==> config.mk <==
export PLATFORM = sky130hd
export DESIGN_NAME = banked_cache_arbiter
export DESIGN_NICKNAME = d
export VERILOG_FILES = /design/src/rtl/bank_arb_pkg.sv /design/src/rtl/bank_req_fifo.sv /design/src/rtl/bank_round_sched.sv /design/src/rtl/banked_cache_arbiter.sv
export SDC_FILE = /design/constraint.sdc
export NUM_CORES = 1
export LEC_CHECK = 0
export BUFFER_PORTS_ARGS = -buffer_cell sky130_fd_sc_hd__clkbuf_2
export CAP_MARGIN = 15
export CORE_MARGIN = 5
export CORE_UTILIZATION = 35
export DETAILED_ROUTE_END_ITERATION = 7
export PLACE_DENSITY = 0.51
export SKIP_CTS_REPAIR_TIMING = 1
export SYNTH_ARGS = -nofsm -noshare
export SYNTH_HDL_FRONTEND = slang
export SYNTH_SLANG_ARGS = --single-unit
==> constraint.sdc <==
create_clock -name clk -period 5.4 [get_ports clk]
set_input_delay 0 -clock clk [delete_from_list [all_inputs] [get_ports clk]]
set_output_delay 0 -clock clk [all_outputs]
set_load 0.01 [all_outputs]
==> src/rtl/bank_arb_pkg.sv <==
package bank_arb_pkg;

    localparam int BA_CORES      = 6;
    localparam int BA_BANKS      = 4;
    localparam int BA_LINE_BYTES = 32;
    localparam int BA_LAT        = 4;
    localparam int BA_QDEPTH     = 4;
    localparam int BA_ADDR_W     = 16;
    localparam int BA_CNT_W      = 8;

    localparam int BA_BANK_W = $clog2(BA_BANKS);
    localparam int BA_OFF_W  = $clog2(BA_LINE_BYTES);

    typedef logic [BA_BANK_W-1:0] bank_t;
    typedef logic [BA_CNT_W-1:0]  cnt_t;

    // queued request: target bank and cycle stamp at acceptance
    typedef struct packed {
        bank_t bank;
        cnt_t  stamp;
    } qent_t;

    // one admitted request inside a round
    typedef struct packed {
        logic  act;
        bank_t bank;
        cnt_t  delay;
        cnt_t  wait_c;
    } slot_t;

    typedef enum logic {RS_IDLE, RS_BUSY} rstate_t;

    function automatic cnt_t conflict_delay(input int unsigned ahead, input int unsigned lat);
        return cnt_t'(ahead * lat);
    endfunction

endpackage

==> src/rtl/bank_req_fifo.sv <==
module bank_req_fifo
    import bank_arb_pkg::*;
#(
    parameter int DEPTH = BA_QDEPTH
) (
    input  logic  clk,
    input  logic  rst,
    input  logic  push,
    input  qent_t wdata,
    input  logic  pop,
    output qent_t head,
    output logic  empty,
    output logic  full
);
    localparam int PTR_W = (DEPTH > 1) ? $clog2(DEPTH) : 1;
    localparam int OCC_W = $clog2(DEPTH + 1);

    qent_t             mem [DEPTH];
    logic [PTR_W-1:0]  wp, rp;
    logic [OCC_W-1:0]  occ;

    function automatic logic [PTR_W-1:0] step_ptr(input logic [PTR_W-1:0] p);
        return (p == PTR_W'(DEPTH - 1)) ? '0 : p + 1'b1;
    endfunction

    always_ff @(posedge clk) begin
        if (push) mem[wp] <= wdata;
    end

    always_ff @(posedge clk) begin
        if (rst) begin
            wp  <= '0;
            rp  <= '0;
            occ <= '0;
        end else begin
            if (push) wp <= step_ptr(wp);
            if (pop)  rp <= step_ptr(rp);
            occ <= occ + OCC_W'(push) - OCC_W'(pop);
        end
    end

    assign head  = mem[rp];
    assign empty = (occ == '0);
    assign full  = (occ == OCC_W'(DEPTH));

    AST_NO_OVERFLOW:  assert property (@(posedge clk) disable iff (rst) occ <= OCC_W'(DEPTH));
    AST_NO_UNDERFLOW: assert property (@(posedge clk) disable iff (rst) pop |-> !empty);

endmodule

==> src/rtl/bank_round_sched.sv <==
module bank_round_sched
    import bank_arb_pkg::*;
#(
    parameter int NCORES = BA_CORES,
    parameter int NBANKS = BA_BANKS,
    parameter int LAT    = BA_LAT
) (
    input  logic              clk,
    input  logic              rst,
    input  qent_t             head      [NCORES],
    input  logic [NCORES-1:0] nonempty,
    input  cnt_t              cyc,
    output logic [NCORES-1:0] pop,
    output logic [NCORES-1:0] grant,
    output bank_t             grant_bank [NCORES],
    output logic [NCORES-1:0] done,
    output cnt_t              done_wait [NCORES],
    output cnt_t              done_conf [NCORES]
);
    localparam cnt_t TAIL = cnt_t'(LAT - 1);

    rstate_t state;
    cnt_t    rc, last, last_nxt;
    slot_t   slot     [NCORES];
    slot_t   slot_nxt [NCORES];
    logic    load;

    // next-round contents from the current queue heads
    always_comb begin
        for (int i = 0; i < NCORES; i++) begin
            int unsigned ahead;
            ahead = 0;
            for (int j = 0; j < i; j++) begin
                if (nonempty[j] && head[j].bank == head[i].bank) ahead++;
            end
            slot_nxt[i].act    = nonempty[i];
            slot_nxt[i].bank   = head[i].bank;
            slot_nxt[i].delay  = conflict_delay(ahead, LAT);
            slot_nxt[i].wait_c = cyc - head[i].stamp;
        end
    end

    always_comb begin
        last_nxt = '0;
        for (int i = 0; i < NCORES; i++) begin
            if (slot_nxt[i].act && slot_nxt[i].delay > last_nxt) last_nxt = slot_nxt[i].delay;
        end
        last_nxt = last_nxt + TAIL;
    end

    assign load = ((state == RS_IDLE) || (rc == last)) && (|nonempty);
    assign pop  = load ? nonempty : '0;

    always_ff @(posedge clk) begin
        if (rst) begin
            state <= RS_IDLE;
            rc    <= '0;
            last  <= '0;
            for (int i = 0; i < NCORES; i++) slot[i] <= '0;
        end else if (load) begin
            state <= RS_BUSY;
            rc    <= '0;
            last  <= last_nxt;
            for (int i = 0; i < NCORES; i++) slot[i] <= slot_nxt[i];
        end else if (state == RS_BUSY) begin
            if (rc == last) state <= RS_IDLE;
            else            rc    <= rc + 1'b1;
        end
    end

    logic [NCORES-1:0] finished;

    for (genvar i = 0; i < NCORES; i++) begin : g_out
        logic live;
        assign live          = (state == RS_BUSY) && slot[i].act;
        assign grant[i]      = live && (rc == slot[i].delay);
        assign done[i]       = live && (rc == slot[i].delay + TAIL);
        assign grant_bank[i] = slot[i].bank;
        assign done_wait[i]  = slot[i].wait_c;
        assign done_conf[i]  = slot[i].delay;
        assign finished[i]   = !live || (rc >= slot[i].delay + TAIL);

        AST_CONFLICT_BOUND: assert property (@(posedge clk) disable iff (rst)
            done[i] |-> (done_conf[i] <= cnt_t'((NCORES - 1) * LAT)));
    end

    for (genvar b = 0; b < NBANKS; b++) begin : g_bank
        logic [NCORES-1:0] serving;
        for (genvar i = 0; i < NCORES; i++) begin : g_core
            assign serving[i] = (state == RS_BUSY) && slot[i].act
                             && (slot[i].bank == bank_t'(b))
                             && (rc >= slot[i].delay) && (rc <= slot[i].delay + TAIL);
        end
        AST_BANK_EXCLUSIVE: assert property (@(posedge clk) disable iff (rst)
            $onehot0(serving));
    end

    AST_ROUND_CLOSED: assert property (@(posedge clk) disable iff (rst)
        (load && state == RS_BUSY) |-> (&finished));

endmodule

==> src/rtl/banked_cache_arbiter.sv <==
module banked_cache_arbiter
    import bank_arb_pkg::*;
#(
    parameter int NCORES = BA_CORES,
    parameter int NBANKS = BA_BANKS,
    parameter int LAT    = BA_LAT,
    parameter int DEPTH  = BA_QDEPTH,
    parameter int ADDR_W = BA_ADDR_W,
    localparam int BANK_W = BA_BANK_W,
    localparam int CNT_W  = BA_CNT_W
) (
    input  logic                     clk,
    input  logic                     rst,
    input  logic [NCORES-1:0]        req_valid,
    input  logic [NCORES*ADDR_W-1:0] req_addr,
    output logic [NCORES-1:0]        req_ready,
    output logic [NCORES-1:0]        grant,
    output logic [NCORES*BANK_W-1:0] grant_bank,
    output logic [NCORES-1:0]        done,
    output logic [NCORES*CNT_W-1:0]  done_wait,
    output logic [NCORES*CNT_W-1:0]  done_conflict
);
    cnt_t              cyc;
    qent_t             head [NCORES];
    logic [NCORES-1:0] empty, full, pop;
    bank_t             gbank [NCORES];
    cnt_t              dwait [NCORES];
    cnt_t              dconf [NCORES];
    logic              addr_unused;

    assign addr_unused = ^req_addr;

    always_ff @(posedge clk) begin
        if (rst) cyc <= '0;
        else     cyc <= cyc + 1'b1;
    end

    for (genvar i = 0; i < NCORES; i++) begin : g_core
        qent_t in_ent;
        assign in_ent.bank  = req_addr[i*ADDR_W + BA_OFF_W +: BANK_W];
        assign in_ent.stamp = cyc;

        bank_req_fifo #(.DEPTH(DEPTH)) u_fifo (
            .clk   (clk),
            .rst   (rst),
            .push  (req_valid[i] && !full[i]),
            .wdata (in_ent),
            .pop   (pop[i]),
            .head  (head[i]),
            .empty (empty[i]),
            .full  (full[i])
        );

        assign req_ready[i]                     = !full[i];
        assign grant_bank[i*BANK_W +: BANK_W]   = gbank[i];
        assign done_wait[i*CNT_W +: CNT_W]      = dwait[i];
        assign done_conflict[i*CNT_W +: CNT_W]  = dconf[i];
    end

    bank_round_sched #(.NCORES(NCORES), .NBANKS(NBANKS), .LAT(LAT)) u_sched (
        .clk        (clk),
        .rst        (rst),
        .head       (head),
        .nonempty   (~empty),
        .cyc        (cyc),
        .pop        (pop),
        .grant      (grant),
        .grant_bank (gbank),
        .done       (done),
        .done_wait  (dwait),
        .done_conf  (dconf)
    );

endmodule

# After elaboration in Yosys (flattened, before gate mapping)
# Memory sizes are Yosys's and may differ from the RTL's. A register that Yosys moved wholly into a read port is not among the register bits.
# Index checks and enable logic that the tools add are counted.
# word_totals
inputBits	104
wordCells	270
latch_bits	0
romBits	0
register_bits	67
n_memories	7
output_inout_bits	126
mem_bits_rw	342
# mem_list
name	depth	word_bits	rd	rd_ports_with_merged_regs	wr	line_no	rtl
u_sched.slot	6	17	6	0	6	bank_round_sched.sv:24	slot_t slot [NCORES];
g_core[0].u_fifo.mem	4	10	1	1	1	bank_req_fifo.sv:18	qent_t mem [DEPTH];
g_core[1].u_fifo.mem	4	10	1	1	1	bank_req_fifo.sv:18	
g_core[2].u_fifo.mem	4	10	1	1	1	bank_req_fifo.sv:18	
g_core[3].u_fifo.mem	4	10	1	1	1	bank_req_fifo.sv:18	
g_core[4].u_fifo.mem	4	10	1	1	1	bank_req_fifo.sv:18	
+1 memories	-	-	-	-	-	-	
# classes
shift	0
n_mux	71
addsub	49
eq_ne	46
div_mod_pow	0
magnitude_cmp	5
n_mul	0
reduce_logical	61
n_bitwise	9
# ops
cell	n
8-bit equality test	13
17-bit 2-to-1 mux	6
8-bit by 2-bit adder with 8-bit output, second input constant	7
2-bit 2-to-1 mux	27
6-bit 2-to-1 mux	8
8-bit subtractor	6
1-bit logical AND	45
8-bit 2-to-1 mux	5
8-bit greater-than comparator	4
2-bit equality test	15
1-bit 2-to-1 mux	25
2-bit by 1-bit adder with 2-bit output, second input constant	12
6-bit by 1-bit adder with 6-bit output, second input constant	4
2-bit equality test, second input constant	12
3-bit by 1-bit adder with 3-bit output	6
3-bit equality test, second input constant	6
3-bit zero test	6
3-bit by 1-bit subtractor with 3-bit output	6
8-bit by 1-bit adder with 8-bit output, second input constant	2
1-bit by 1-bit adder with 2-bit output, second input constant	4
8-bit by 1-bit greater-than comparator with 1-bit output, second input constant	1
2-bit by 1-bit adder with 3-bit output, second input constant	2
1-bit zero test	6
6-bit NOT	1
6 further kinds	12

# Logic depth before layout (Yosys ltp)
# logic_depth
ltp_word	20
mapped_depth	30
depth_no_buf	28

# By module
# Synthesis repeated with hierarchy kept, for this count alone.
# hier_totals
cells_unflattened	1444
hier_area_um2	19479.9
# modules_own_cells
module	n_inst	cells_each	area_each_um2
bank_req_fifo	6	95	1896.8
bank_round_sched	1	823	7712.4
banked_cache_arbiter	1	51	386.6

# Worst setup path after synthesis
# OpenSTA, ideal clock, no wires.
# synth_timing
kind	reg2reg
start	reg with a tool-made name
end	reg u_sched.last[3]
n_path_buf	2
arrival_time_ps	5879
required_ps	5321
period_less_slack_ps	5958
path_stages_with_launch	28
setup_slack_ps	-558
cell_sequence	dfxtp_1 -> buf_2 -> mux4_2 -> clkbuf_1 -> xnor2_1 -> and3_1 -> inv_1 -> fa_1 -> nor2_1 -> mux2i_1 -> inv_1 -> ha_1 -> nor2b_1 -> o21ai_0 -> a21oi_1 -> a41o_2 -> mux2_4 -> ha_1 -> a21o_1 -> a21oi_1 -> a311oi_1 -> mux2_4 -> ha_1 -> nand3_1 -> o22ai_1 -> o221a_2 -> mux2_2 -> a211oi_2
# synth_lines
item	line_no	rtl
end signal: assignment	bank_round_sched.sv:63	last <= last_nxt;
end: declaration	bank_round_sched.sv:23	cnt_t rc, last, last_nxt;

==> out/metrics.yaml <==
syn-cell-area_mm2: 0.0191
final_util_pct: 40.5
ys_warn_count: 0
grt_max_degree: 63
fin_crit_ns: 5.57
fmax_mhz: 179
status: "complete, but fails checks"
htreeDepth: 2
clk_pin_slew_ns: 0.06
synthFlopType: "edfxtp_1"
ys_types: 57
drtPass1Iterations: 5
drc_errors: 0
die_area_mm2: 0.0595
finalWorstSetupSlack_ns: -0.173
worst_setup_path_start_kind: "flop"
fin_crit_sh_pct: 103
grt_overflow: 0
netlist_instances: 1427
clock_sinks: 398
syn_area_per_cell_um2: 13.4
grt_pass1_vias: 11100
top_usage_layer: "met2"
critPathBufInv: 4
clk_path_buf_depth: 3
core_region_area_mm2: 0.0540
gp_congestion: 0.768
async_reset_ff_share_pct: 0
slew_violations: 0
crit_type: "reg -> reg"
cts_tree: "yes"
die_h_um: 244
fin_nets: 1771
synth_area_leader_cell: "edfxtp_1"
viasPerCell: 4.67
grt_usage_pct: 14.3
crit_arrival_ns: 6.05
hold_viol: 0
ys_seq_area_share_pct: 58.4
use_met2_pct: 24.4
grt_util_met1_pct: 18.4
met3_usage_pct: 2.90
power_density_mw_per_mm2: 559
yosysTopAreaCellShare_pct: 50.4
drtIter0Drc: 560
start_util_pct: 35.4
slowest_delay_ns: 0.59
p_leak_nw: 8.71
clock_latency_ns: 0.57
die_x_um: 244
setup_viol: 4
cts_root_buffer: "clkbuf_16"
grt_pass1_wl_mm: 66.0
antenna_found_initial: 3
cp_data_required_time_ns: 5.88
io_buffers: 112
worstMarginPinSlew_ns: 1.18
cap_viol_max_count: 0
rows: 85
ioPinCount: 230
crit_fanout: 5
via_count: 10700
ys_ff_latch: 398
cts_made_buffers: 45
ys_top_cells_by_area: "edfxtp_1, dfxtp_1, ha_1, mux4_2, buf_4"
crit_family: "multiplexers"
dp_hpwl_mm: 29.7
drt-wirelength-per-cell_um: 18.6
antenna_left: 0
finClkSkew_ns: 0.0163
routed_wl_mm: 42.5
ir_drop_mv: 0.262
syn2layout_area_growth_pct: 14.3
min_path_type: "in -> reg"
synth_edf_count: 321
relSlewSlack_pct: 21.4
crit_slowest_cell: "mux4_2"
drive_above_1_share_pct: 21.8
violations: "setup timing"
end_kind: "flop"
stdcell_count: 2282
dp_cells: 2171
rsz0062_at_grt: "yes"
## worst paths after layout
path	end	start	depth (start not counted)	slack [ns]
worst max-delay path	u_sched.last[3]	flop	25	-0.17
worst min-delay path	u_sched.slot[0][76]	rst	3	0.08
worst max register to register	u_sched.last[3]	flop	25	-0.17
worst min register to register	u_sched.last[2]	u_sched.last[2]	2	0.47
## tightest hold or removal path, cell delays in order
cell and delay [ns]:
clkbuf_2 0.11, or3_2 0.30, nor2_1 0.07
## placed cells by master (no fill, tap or decap), types with 6 or more instances in the layout
cell,count
clkbuf_8,7
inv_1,114
nand2b_1,7
nand3_1,15
mux4_1,8
nor2b_1,34
xnor2_1,61
o21ai_0,26
clkbuf_16,46
clkbuf_2,112
and2_1,21
xor2_1,38
nand4_1,7
clkinv_2,8
ha_1,102
nand2_1,51
mux2_2,6
fa_1,12
conb_1,36
and3_1,40
buf_4,64
a21oi_1,35
nor3_1,45
edfxtp_1,321
dfxtp_1,72
clkbuf_1,11
nor2_1,116
dlygate4sd3_1,18
a21boi_0,11
clkinv_1,7
nor3b_1,6
mux4_2,52
## through the flow
step / instance area, µm² / hold slack [ns] / TNS (ns) / power, mW / setup WS (ns)
2_1_floorplan: 19400 / 0.0989 / -0.120 / 8.05 / -0.0760
3_3_place_gp: 20100 / 0.222 / -0.115 / 9.07 / -0.0714
3_5_place_dp: 20100 / 0.230 / -0.704 / 9.17 / -0.218
4_1_cts: 21600 / -0.396 / -0.931 / 12.2 / -0.278
5_1_grt: 21900 / 0.0829 / -1.41 / 13.2 / -0.442
6_report: 21900 / 0.0821 / -0.373 / 12.2 / -0.173
## synthesized netlist by cell type, types with 7 or more instances
cell type and instances:
mux4_2 52, xor2_1 38, a21boi_0 11, ha_1 106, nand3_1 16, mux4_1 8
buf_2 8, xnor2_1 62, edfxtp_1 321, nor2b_1 34, nand2_1 51, clkbuf_1 23
nand2b_1 7, a21oi_1 39, dfxtp_1 77, mux2_2 8, buf_6 7, nor2_1 118
nand4_1 7, fa_1 13, buf_4 109, o21ai_0 27, inv_1 117, and3_1 41
nor3_1 45, and2_1 21
## routing by layer
metal  vias up  part of all wire, %
met5         -                0.031
met4         2                  1.9
met3        57                  4.5
met2       176                   49
met1      5257                   45
li1       5158                    -
## area by class of cell
type / count / area, µm²
fillers: 5038 / 32200
flip-flops and latches: 398 / 11200
multi-input cells: 791 / 6720
clock buffers: 64 / 1290
repair buffers: 194 / 1220
well taps: 696 / 871
inverters: 118 / 445
clock inverters: 19 / 129
diodes: 2 / 5.00
## where the power goes
group	leakage [nW]	total, mW	internal, mW	switching [mW]
sequential	3.80	4.27	3.99	0.280
combinational	4.21	5.04	2.35	2.70
clock	0.698	2.92	1.71	1.21
total	8.71	12.2	8.04	4.19
## kinds of logic (layout without fill, tap and decap cells)
group | after synthesis | in the layout | synth area share [%]
xor gates and xnor gates | 102 | 102 | 4.75
other | 2 | 38 | 0.0392
and+or+nand+nor | 367 | 367 | 9.60
AOI/OAI and AO/OA | 90 | 90 | 2.77
buffers and inverters | 272 | 395 | 7.91
DFF | 398 | 398 | 58.4
adders and majority gates | 119 | 119 | 8.29
muxes | 77 | 77 | 8.23
## state kept, by name, indices dropped and copies added (netlist names), named ones only
| signal | flops |
|---|---|
| g_core.u_fifo.rp | 12 |
| g_core.u_fifo.mem | 240 |
| u_sched.last | 6 |
| g_core.u_fifo.occ | 18 |
| u_sched.rc | 8 |
| g_core.u_fifo.wp | 12 |
| cyc | 8 |
| u_sched.state | 1 |
| u_sched.slot | 81 |
(Power assumes the default switching activity.)
